[src/rtl/gpio_irq_pkg.sv]
package gpio_irq_pkg;
  localparam int BUS_AW = 13;
  localparam int BUS_DW = 32;
  localparam int ROUTE_W = 3;
  localparam logic [ROUTE_W-1:0] ROUTE_APP  = 3'd4;
  localparam logic [ROUTE_W-1:0] ROUTE_NONE = 3'd7;
  localparam int OE_BIT = 9;

  typedef enum logic [2:0] {
    RK_CFG   = 3'd0,
    RK_IO    = 3'd1,
    RK_ICFG  = 3'd2,
    RK_STAT  = 3'd3,
    RK_ROUTE = 3'd4
  } reg_kind_t;

  typedef struct packed {
    logic lat_en;
    logic edge_md;
    logic pol;
    logic int_en;
  } icfg_t;
endpackage

[src/rtl/gpio_sync.sv]
module gpio_sync #(
  parameter int STAGES = 2
) (
  input  logic clk,
  input  logic rst_n,
  input  logic d,
  output logic q
);
  logic [STAGES-1:0] chain_q;
  logic [STAGES-1:0] chain_d;

  always_comb begin
    chain_d = {chain_q[STAGES-2:0], d};
  end

  always_ff @(posedge clk or negedge rst_n) begin
    if (!rst_n) chain_q <= '0;
    else        chain_q <= chain_d;
  end

  assign q = chain_q[STAGES-1];
endmodule

[src/rtl/gpio_pin_unit.sv]
module gpio_pin_unit
  import gpio_irq_pkg::*;
#(
  parameter int SYNC_STAGES = 2
) (
  input  logic              clk,
  input  logic              rst_n,
  input  logic              pad_in,
  input  logic              sel,
  input  logic              we,
  input  reg_kind_t         kind,
  input  logic [BUS_DW-1:0] wdata,
  output logic [BUS_DW-1:0] rdata,
  output logic              pad_out,
  output logic              pad_oe,
  output logic              irq_raw,
  output logic              irq_app
);
  logic               s_in;
  logic               prev_q;
  logic               oe_q, oe_d;
  logic               out_q, out_d;
  icfg_t              icfg_q, icfg_d;
  logic               stat_q, stat_d;
  logic               pend_q, pend_d;
  logic [ROUTE_W-1:0] route_q, route_d;

  logic cfg_w, io_w, icfg_w, stat_w, route_w, stat_clr;
  logic level_hit, edge_hit, trig;

  gpio_sync #(.STAGES(SYNC_STAGES)) u_sync (
    .clk(clk), .rst_n(rst_n), .d(pad_in), .q(s_in)
  );

  always_comb begin
    cfg_w    = sel && we && (kind == RK_CFG);
    io_w     = sel && we && (kind == RK_IO);
    icfg_w   = sel && we && (kind == RK_ICFG);
    stat_w   = sel && we && (kind == RK_STAT);
    route_w  = sel && we && (kind == RK_ROUTE);
    stat_clr = stat_w && wdata[0];

    level_hit = (s_in == icfg_q.pol);
    edge_hit  = icfg_q.pol ? (s_in && !prev_q) : (!s_in && prev_q);
    trig      = icfg_q.edge_md ? edge_hit : level_hit;

    oe_d    = cfg_w   ? wdata[OE_BIT]         : oe_q;
    out_d   = io_w    ? wdata[1]              : out_q;
    icfg_d  = icfg_w  ? icfg_t'(wdata[3:0])   : icfg_q;
    route_d = route_w ? wdata[ROUTE_W-1:0]    : route_q;

    if (icfg_q.lat_en && trig) stat_d = 1'b1;
    else if (stat_clr)         stat_d = 1'b0;
    else                       stat_d = stat_q;

    if (icfg_q.edge_md && icfg_q.int_en && edge_hit)   pend_d = 1'b1;
    else if (stat_clr || !icfg_q.edge_md || !icfg_q.int_en) pend_d = 1'b0;
    else                                                pend_d = pend_q;
  end

  always_ff @(posedge clk or negedge rst_n) begin
    if (!rst_n) begin
      prev_q  <= 1'b0;
      oe_q    <= 1'b0;
      out_q   <= 1'b0;
      icfg_q  <= '0;
      stat_q  <= 1'b0;
      pend_q  <= 1'b0;
      route_q <= ROUTE_NONE;
    end else begin
      prev_q  <= s_in;
      oe_q    <= oe_d;
      out_q   <= out_d;
      icfg_q  <= icfg_d;
      stat_q  <= stat_d;
      pend_q  <= pend_d;
      route_q <= route_d;
    end
  end

  always_comb begin
    rdata = '0;
    if (sel) begin
      unique case (kind)
        RK_CFG:   rdata[OE_BIT]      = oe_q;
        RK_IO:    rdata[1:0]         = {out_q, s_in};
        RK_ICFG:  rdata[3:0]         = icfg_q;
        RK_STAT:  rdata[0]           = stat_q;
        RK_ROUTE: rdata[ROUTE_W-1:0] = route_q;
        default:  rdata              = '0;
      endcase
    end
  end

  assign pad_oe  = oe_q;
  assign pad_out = out_q;
  assign irq_raw = icfg_q.int_en && (icfg_q.edge_md ? pend_q : level_hit);
  assign irq_app = irq_raw && (route_q == ROUTE_APP);


  lat_gate_chk: assert property (@(posedge clk) disable iff (!rst_n)
    !icfg_q.lat_en |=> !$rose(stat_q));


  int_gate_chk: assert property (@(posedge clk) disable iff (!rst_n)
    !icfg_q.int_en |-> !irq_raw);


  edge_hold_chk: assert property (@(posedge clk) disable iff (!rst_n)
    (irq_raw && icfg_q.edge_md && !stat_clr && !icfg_w) |=> irq_raw);


  oe_write_chk: assert property (@(posedge clk) disable iff (!rst_n)
    cfg_w |=> (pad_oe == $past(wdata[OE_BIT])));


  route_gate_chk: assert property (@(posedge clk) disable iff (!rst_n)
    (route_q != ROUTE_APP) |-> !irq_app);
endmodule

[src/rtl/gpio_irq_bank.sv]
module gpio_irq_bank
  import gpio_irq_pkg::*;
#(
  parameter int NPINS       = 4,
  parameter int SYNC_STAGES = 2
) (
  input  logic              clk,
  input  logic              rst_n,
  input  logic              bus_we,
  input  logic [BUS_AW-1:0] bus_addr,
  input  logic [BUS_DW-1:0] bus_wdata,
  output logic [BUS_DW-1:0] bus_rdata,
  input  logic [NPINS-1:0]  pad_in,
  output logic [NPINS-1:0]  pad_out,
  output logic [NPINS-1:0]  pad_oe,
  output logic              summary_irq
);
  localparam int IDX_W = 8;

  logic [1:0] rst_sync_q;
  logic       rst_n_s;

  always_ff @(posedge clk or negedge rst_n) begin
    if (!rst_n) rst_sync_q <= 2'b00;
    else        rst_sync_q <= {rst_sync_q[0], 1'b1};
  end
  assign rst_n_s = rst_sync_q[1];

  logic             pin_area, route_area;
  logic [IDX_W-1:0] idx_pin, idx_route;
  reg_kind_t        kind;

  always_comb begin
    pin_area   = bus_addr[12];
    route_area = (bus_addr[12:10] == 3'b001);
    idx_pin    = bus_addr[11:4];
    idx_route  = bus_addr[9:2];
    kind       = route_area ? RK_ROUTE : reg_kind_t'({1'b0, bus_addr[3:2]});
  end

  logic [NPINS-1:0]  sel;
  logic [NPINS-1:0]  irq_raw;
  logic [NPINS-1:0]  irq_app;
  logic [BUS_DW-1:0] pin_rdata [NPINS];

  for (genvar i = 0; i < NPINS; i++) begin : g_pin
    assign sel[i] = (pin_area && (idx_pin == IDX_W'(i))) ||
                    (route_area && (idx_route == IDX_W'(i)));

    gpio_pin_unit #(.SYNC_STAGES(SYNC_STAGES)) u_pin (
      .clk(clk), .rst_n(rst_n_s), .pad_in(pad_in[i]),
      .sel(sel[i]), .we(bus_we), .kind(kind), .wdata(bus_wdata),
      .rdata(pin_rdata[i]), .pad_out(pad_out[i]), .pad_oe(pad_oe[i]),
      .irq_raw(irq_raw[i]), .irq_app(irq_app[i])
    );
  end

  always_comb begin
    bus_rdata = '0;
    for (int i = 0; i < NPINS; i++) bus_rdata = bus_rdata | pin_rdata[i];
  end

  assign summary_irq = |irq_app;


  summary_src_chk: assert property (@(posedge clk) disable iff (!rst_n_s)
    !(|irq_raw) |-> !summary_irq);


  one_sel_chk: assert property (@(posedge clk) disable iff (!rst_n_s)
    $onehot0(sel));
endmodule

[config.mk]
export PLATFORM = sky130hd
export DESIGN_NAME = gpio_irq_bank
export DESIGN_NICKNAME = d
export VERILOG_FILES = /design/src/rtl/gpio_irq_pkg.sv /design/src/rtl/gpio_sync.sv /design/src/rtl/gpio_pin_unit.sv /design/src/rtl/gpio_irq_bank.sv
export SDC_FILE = /design/constraint.sdc
export NUM_CORES = 1
export LEC_CHECK = 0
export ABC_AREA = 1
export BUFFER_PORTS_ARGS = -buffer_cell sky130_fd_sc_hd__clkbuf_2
export CORE_ASPECT_RATIO = 1.1
export CORE_MARGIN = 2
export CORE_UTILIZATION = 35
export CTS_BUF_LIST = sky130_fd_sc_hd__clkbuf_4
export CTS_CLUSTER_DIAMETER = 80
export DETAILED_ROUTE_END_ITERATION = 8
export PLACE_DENSITY = 0.57
export SETUP_SLACK_MARGIN = 0.02
export SKIP_CTS_REPAIR_TIMING = 1
export SLEW_MARGIN = 20
export SYNTH_ARGS = -nofsm -noshare
export SYNTH_HDL_FRONTEND = slang
export SYNTH_SLANG_ARGS = --single-unit
[constraint.sdc]
create_clock -name clk -period 2.4 [get_ports clk]
set_input_delay 0.36 -clock clk [delete_from_list [all_inputs] [get_ports clk]]
set_output_delay 0.36 -clock clk [all_outputs]
set_load 0.005 [all_outputs]
==> results of run 1 <==
[state kept, by name (all words and copies together) (netlist names)]
register / cells
g_pin.u_pin.icfg_q: 16
g_pin.u_pin.route_q: 12
g_pin.u_pin.u_sync.chain_q: 8
g_pin.u_pin.pad_oe: 4
g_pin.u_pin.pad_out: 4
g_pin.u_pin.pend_q: 4
g_pin.u_pin.prev_q: 4
g_pin.u_pin.stat_q: 4
rst_sync_q: 2
[power by group]
part	internal (W)	total [W]	switching [W]
logic	0.0000472	0.000158	0.000111
registers	0.000996	0.00102	0.0000193
clock network	0.000330	0.000676	0.000346
total	0.00137	0.00185	0.000476
[area by class of cell]
class | instances | area, um2
repair buffers | 44 | 268
clock buffers | 11 | 82.6
flip-flops and latches | 58 | 1470
inverters | 32 | 123
well taps | 117 | 146
fillers | 998 | 5650
clock inverters | 5 | 46.3
multi-input cells | 316 | 1520
[final timing paths]
| check | start | endpoint | slack, ns |
|---|---|---|---|
| max | bus_addr[12] | bus_rdata[0] | 0.28 |
| min | pad_in[2] | g_pin[2].u_pin.u_sync.chain_q[0]$_DFF_PN0_ | 0.06 |
| max reg2reg | g_pin[3].u_pin.icfg_q[1]$_DFFE_PN0P_ | g_pin[3].u_pin.stat_q$_DFFE_PN0P_ | 1.14 |
| min reg2reg | rst_sync_q[1]$_DFF_PN0_ | g_pin[3].u_pin.u_sync.chain_q[1]$_DFF_PN0_ | 0.26 |
| max in group asynchronous | rst_sync_q[1]$_DFF_PN0_ | g_pin[2].u_pin.route_q[0]$_DFFE_PN1P_ | 1.50 |
| min in group asynchronous | rst_sync_q[1]$_DFF_PN0_ | g_pin[3].u_pin.u_sync.chain_q[1]$_DFF_PN0_ | 0.26 |
[cell families after synthesis]
group | after synthesis
other | 2
AND/OR/NAND/NOR | 229
flip-flops | 58
AO/OA/AOI/OAI | 58
buffers and inverters | 73
multiplexers | 1
[stage by stage]
step / instances / hold WS (ns) / setup WS [ns] / area, um2
after detailed placement: 566 / 0.150 / 0.139 / 3500
final: 583 / 0.0635 / 0.282 / 3650
after global routing: 583 / 0.0235 / 0.113 / 3650
after CTS: 582 / -0.298 / 0.140 / 3630
after floorplan: 447 / 0.0644 / 0.687 / 3420
after global placement: 566 / 0.146 / 0.146 / 3500
[synth_stat cells, types with 2 or more instances]
cell and count:
a21oi_1 7, a21oi_2 2, buf_4 36, buf_6 3, conb_1 2, dfrtp_1 46, dfstp_2 12, inv_1 27
inv_2 4, nand2_1 133, nand2_2 6, nand2_4 6, nand3_1 35, nand3_2 2, nand4_1 7, nor2_1 26
nor2_2 3, nor2_4 3, nor3_1 3, nor3b_1 2, o211ai_1 3, o21ai_0 19, o21ai_1 21, o21ai_2 4
[layer usage]
metal / GRT usage / up-vias / share of wire
met4: 0.0604 / 0 / 0.0076
met3: 0.0414 / 6 / 0.047
li1: - / 1382 / -
met2: 0.261 / 76 / 0.46
met5: 0 / - / 0
met1: 0.220 / 1261 / 0.49
[worst max-delay path, stage by stage]
cell      delay (ns)
clkbuf_2        0.12
inv_2           0.11
nand3_4         0.18
nand2_4         0.11
inv_1           0.20
nand2_1         0.12
nand2_1         0.06
o21ai_0         0.18
and2_1          0.15
nand2_1         0.07
clkbuf_2        0.11
==> results by group, run 1 <==
STA
  • Final TNS setup: 0 ns
  • Clk_skew: 0.0123 ns
  • Final hold viol count: 0
  • Fmax: 0.472 GHz
  • Rel. slew slack: 0.635
  • Fin crit period: ~2.1 ns
  • Period utilization: 0.883
  • Slew @ Worst Pin: 0.547 ns
  • Max-slew violations: 0
  • Unrepaired setup endpoints after global routing: false
  • Final setup violation count: 0

Clocking
  • CTS root buf: clkbuf_4
  • Clk pin slew, worst setup/hold paths: 0.10 ns
  • Clock buffer depth: 2
  • Clk sinks: 58
  • CTS tree: built
  • H-tree Lvls: 3
  • Clk_lat worst skew: 0.39 ns
  • CTS buffer count: 9

Routing
  • Post-DR wirelength/cell: 13.3 um
  • Detailed-route via count: 2725
  • DR iter-0 viols: 142
  • DRC: 0
  • Post-Route WL: 7.74 mm
  • Avg Vias per Cell: 4.67
  • Final ANT Viol Nets: 0
  • DR pass1 iterations: 4

Cells and area
  • Most frequent cells in the layout: nand2_1 (133), dfrtp_1 (45), clkbuf_2 (36)
  • Nets: 513
  • Commonest non-fill, non-tap cell in the layout: nand2_1
  • Layout cells sized above 1: 0.225
  • Diodes inserted: 0
  • Layout overhead on the synthesized area: 9.78%
  • Final core occ: 0.392

Floorplanning
  • Starting density of the core: 0.357
  • Die area: 0.0103 mm2
  • Top-Level Pins: 93
  • Die boundary width: 96.9 um
  • Core area: just over 0.009 mm2
  • Num rows: 37
  • Die Span Y: 106 um

Logic synthesis
  • Cell taking the most area after synthesis: dfrtp_1
  • Share of the synthesized area in the top cell type: 0.346
  • Netlist Area Pre-Place: 0.00333 mm2
  • Post-synthesis mux area share: 0.00339
  • Largest family of logic cells by synthesized area: simple AND/OR/NAND/NOR gates
  • Post-Synth XOR/XNOR Area: 0
  • Cell variety after synth: 33
  • Post-Synth Adder-Cell Area: 0
  • Mapped Cells: 421
  • Yosys warns: 0
  • Avg Inst Size Synth: about 7.9 um2
  • EDFF count, synth: 0
  • Main synth FF type: dfrtp_1
  • Most area-consuming cells after synthesis: dfrtp_1 (35%), nand2_1 (15%), dfstp_2 (9.5%)
  • Seq/Total Area, Yosys: 0.441
  • Ys async rst share: 1.00
  • Post-synthesis compound-gate area fraction: 0.101
  • Post-synthesis simple-gate area fraction: 0.318
  • Seq cells post-synth: 58

Hold path
  • Hold-critical path depth: 1
  • Hold Crit Class: input pin to register

Power and ir drop
  • VDD IR max: 268 uV
  • Pwr/cell area: 506 mW/mm2
  • Static Leak: 1.77 nW
  • Power Total: 0.00185 W

Global route
  • Largest net degree at the start of global routing: 35
  • Vias in the first global route: 2768
  • First-pass GRT wire length: between 10 and 15 mm
  • GRT Util Overall: 0.165
  • Grt ovf: 0
  • Antenna violations before repair: 0

Setup path
  • Crit Path Max Fanout: 11
  • WP data required: 2.04 ns
  • Worst setup EP type: output pin
  • CP Data Arrival Time: roughly 1.8 ns
  • Critical Path Source Type: input pin
  • CP Class: input pin to output pin
  • Reg2reg path depth: 5

Placement
  • Hpwl dp: 5.84 mm
  • Placer Congestion: 0.873
  • # port buffers: 36

Job
  • MaxCap Viol Count: 0

Run status
  • Outcome: completed
Power figures use the tool's default switching activity.
==> inputs of run 2 (changes only) <==
--- a/config.mk
+++ b/config.mk
@@ -13,10 +13,11 @@
 export CTS_BUF_LIST = sky130_fd_sc_hd__clkbuf_4
 export CTS_CLUSTER_DIAMETER = 80
 export DETAILED_ROUTE_END_ITERATION = 8
-export PLACE_DENSITY = 0.57
+export PLACE_DENSITY = 0.55
 export SETUP_SLACK_MARGIN = 0.02
 export SKIP_CTS_REPAIR_TIMING = 1
 export SLEW_MARGIN = 20
 export SYNTH_ARGS = -nofsm -noshare
 export SYNTH_HDL_FRONTEND = slang
+export SYNTH_HIERARCHICAL = 1
 export SYNTH_SLANG_ARGS = --single-unit
==> results by group, run 2 <==
Logic synthesis
  • Netlist Area Pre-Place: 0.00439 mm2 (was 0.00333 mm2)
  • Avg Inst Size Synth: 6.68 um2 (was 7.90 um2)
  • Mapped Cells: 657 (was 421)
  • Yosys warns: 6 (was 0)

Global route
  • GRT busiest layer: met2 (unchanged)
  • Vias in the first global route: 3352 (was 2768)
  • First-pass GRT wire length: 15.2 mm (was 13.6 mm)
  • Largest net degree at the start of global routing: 34 (was 35)
  • Grt ovf: 0 (unchanged)
  • GRT Util Overall: 0.142 (was 0.165)
  • Met1 Use GR: 0.185 (was 0.220)
  • M2 GR Usage: 0.230 (was 0.261)
  • M3 GR Usage: 0.0220 (was 0.0414)
  • Antenna violations before repair: 0 (unchanged)

Setup path
  • Worst setup EP type: output pin (unchanged)
  • CP Class: input pin to output pin (unchanged)
  • Reg2Reg Setup Slack: 1.40 ns (was 1.14 ns)
  • Reg2reg path depth: 3 (was 5)
  • CP Data Arrival Time: 1.78 ns (was 1.76 ns)
  • WP data required: 2.04 ns (about the same)
  • Crit Path Max Fanout: 32 (was 11)
  • Critical Path, Cell by Cell: clkbuf_2, inv_1, nand3_2, nand2_1, inv_1, buf_12, nor3_4, nand2_1, o21ai_1, nor2_1, nand2_1, clkbuf_2 (was clkbuf_2, inv_2, nand3_4, nand2_4, inv_1, nand2_1, nand2_1, o21ai_0, and2_1, nand2_1, clkbuf_2)
  • Critical Path Source Type: input pin (unchanged)
  • Max incr delay on CP: 0.23 ns (was 0.20 ns)
  • Worst flop-to-flop path endpoint: g_pin[1].u_pin/pend_q$_DFFE_PN0P_ (was g_pin[3].u_pin.stat_q$_DFFE_PN0P_)
  • Slowest CP cell: nor3_4 (was inv_1)
  • CP most frequent cell: nand2_1 (unchanged)
  • Reg2reg start: g_pin[1].u_pin/icfg_q[1]$_DFFE_PN0P_ (was g_pin[3].u_pin.icfg_q[1]$_DFFE_PN0P_)
  • WP buf/inv: 5 (was 4)
  • Top delay family on crit path: simple AND/OR/NAND/NOR gates (unchanged)

Placement
  • Placer Congestion: 0.899 (was 0.873)
  • Hpwl dp: 6.91 mm (was 5.84 mm)
  • # port buffers: 36 (unchanged)
  • Dpl ws: 0.263 ns (was 0.139 ns)

Clocking
  • Clock buffer depth: 2 (unchanged)
  • H-tree Lvls: 3 (unchanged)
  • Clk_lat worst skew: 0.42 ns (was 0.39 ns)
  • CTS buffer count: 9 (unchanged)
  • CTS root buf: clkbuf_4 (unchanged)
  • Clk sinks: 58 (unchanged)
  • CTS tree: built (unchanged)
  • Clk pin slew, worst setup/hold paths: 0.11 ns (was 0.10 ns)

Cells and area
  • Nets: 753 (was 513)
  • Layout overhead on the synthesized area: 4.59% (was 9.78%)
  • Fill count: 1316 (was 998)
  • Commonest non-fill, non-tap cell in the layout: nand2_1 (unchanged)
  • Diodes inserted: 0 (unchanged)
  • Final core occ: 0.378 (was 0.392)
  • Reg with most FFs: g_pin.u_pin/icfg_q (was g_pin.u_pin.icfg_q)
  • Max reg flops: 16 (unchanged)
  • Layout cells sized above 1: 0.133 (was 0.225)
  • Top Registers: g_pin.u_pin/icfg_q (16), g_pin.u_pin/route_q (12), g_pin.u_pin/u_sync/chain_q (8) (was g_pin.u_pin.icfg_q (16), g_pin.u_pin.route_q (12), g_pin.u_pin.u_sync.chain_q (8))
  • Most frequent cells in the layout: nand2_1 (181), nor2_1 (112), conb_1 (109) (was nand2_1 (133), dfrtp_1 (45), clkbuf_2 (36))

STA
  • Max-slew violations: 0 (unchanged)
  • Final worst setup slack: 0.261 ns (was 0.282 ns)
  • Slew @ Worst Pin: 0.537 ns (was 0.547 ns)
  • Period utilization: 0.891 (was 0.883)
  • Fmax: 0.467 GHz (was 0.472 GHz)
  • Final hold viol count: 0 (unchanged)
  • Rel. slew slack: 0.642 (was 0.635)
  • Final setup violation count: 0 (unchanged)
  • Final TNS setup: 0 ns (unchanged)
  • Hold WS: 0.0363 ns (was 0.0635 ns)
  • Fin crit period: 2.14 ns (was 2.12 ns)
  • Clk_skew: 0.0133 ns (was 0.0123 ns)
  • Unrepaired setup endpoints after global routing: false (unchanged)

Routing
  • Final ANT Viol Nets: 0 (unchanged)
  • Avg Vias per Cell: 4.15 (was 4.67)
  • DR iter-0 viols: 208 (was 142)
  • Post-DR wirelength/cell: 10.3 um (was 13.3 um)
  • DR pass1 iterations: 4 (unchanged)
  • DRC: 0 (unchanged)
  • Post-Route WL: 8.89 mm (was 7.74 mm)
  • Detailed-route via count: 3572 (was 2725)

Power and ir drop
  • VDD IR max: 269 uV (was 268 uV)
  • Pwr/cell area: 467 mW/mm2 (was 506 mW/mm2)
  • Static Leak: 2.51 nW (was 1.77 nW)

Floorplanning
  • Die boundary width: 111 um (was 96.9 um)
  • Num rows: 42 (was 37)
  • Die area: 0.0135 mm2 (was 0.0103 mm2)
  • Core area: 0.0121 mm2 (was 0.00931 mm2)
  • Top-Level Pins: 93 (unchanged)
  • Starting density of the core: 0.362 (was 0.357)
  • Die Span Y: 121 um (was 106 um)

Job
  • MaxCap Viol Count: 0 (unchanged)

Hold path
  • HP Start: pad_in[3] (was pad_in[2])
  • Hold-critical path depth: 1 (unchanged)
  • Hold Crit Class: input pin to register (unchanged)
  • Worst Hold End: g_pin[3].u_pin/u_sync/chain_q[0]$_DFF_PN0_ (was g_pin[2].u_pin.u_sync.chain_q[0]$_DFF_PN0_)

Run status
  • Outcome: completed (unchanged)
## run 2: cell count changes in the layout (fill, tap and decap cells not counted), sizes merged, moves of 4 or more
| cell | before | now |
|---|---|---|
| a21oi | 9 | 0 |
| nand4 | 7 | 20 |
| nor2 | 33 | 114 |
| a21boi | 0 | 4 |
| o21ai | 45 | 40 |
| inv | 32 | 73 |
| nand2 | 145 | 189 |
| conb | 28 | 109 |
| nor3 | 3 | 8 |
## run 2: metal layers
metal | up-vias | share of wire
li1 | 1916 | -
met1 | 1544 | 0.48
met2 | 99 | 0.44
met3 | 13 | 0.064
met4 | 0 | 0.021
met5 | - | 0
## run 2: worst max-delay path by stage
stage	cells past startpoint	from	end	slack [ns]
after detailed placement	14	bus_addr[12]	bus_rdata[1]	0.26
after CTS	14	bus_addr[12]	bus_rdata[1]	0.25
after global placement	14	bus_addr[12]	bus_rdata[0]	0.27
final	12	bus_addr[12]	bus_rdata[2]	0.26
after floorplan	9	bus_addr[12]	bus_rdata[2]	0.36
after global routing	14	bus_addr[12]	bus_rdata[1]	0.02
## run 2: report_power, final
group / switching, W / total (W) / internal (W)
sequential: 0.0000199 / 0.00101 / 0.000995
clock: 0.000377 / 0.000894 / 0.000517
combinational: 0.000160 / 0.000235 / 0.0000752
total: 0.000557 / 0.00214 / 0.00159
## run 2: area by class of cell
class | count | area [um2] | share of cell area
multi-input cells | 518 | 2210 | 0.482
flip-flops and latches | 58 | 1470 | 0.320
inverters | 73 | 274 | 0.0597
repair buffers | 41 | 270 | 0.0589
well taps | 154 | 193 | 0.0420
clock inverters | 7 | 108 | 0.0234
clock buffers | 9 | 67.6 | 0.0147
## run 2: stage by stage
| stage | instance area [um2] | total power (W) | std cells |
|---|---|---|---|
| 6_report | 4590 | 0.00214 | 860 |
| 5_1_grt | 4590 | 0.00225 | 860 |
| 4_1_cts | 4580 | 0.00217 | 859 |
| 3_5_place_dp | 4400 | 0.00126 | 843 |
| 3_3_place_gp | 4400 | 0.00126 | 843 |
| 2_1_floorplan | 4780 | 0.00131 | 761 |
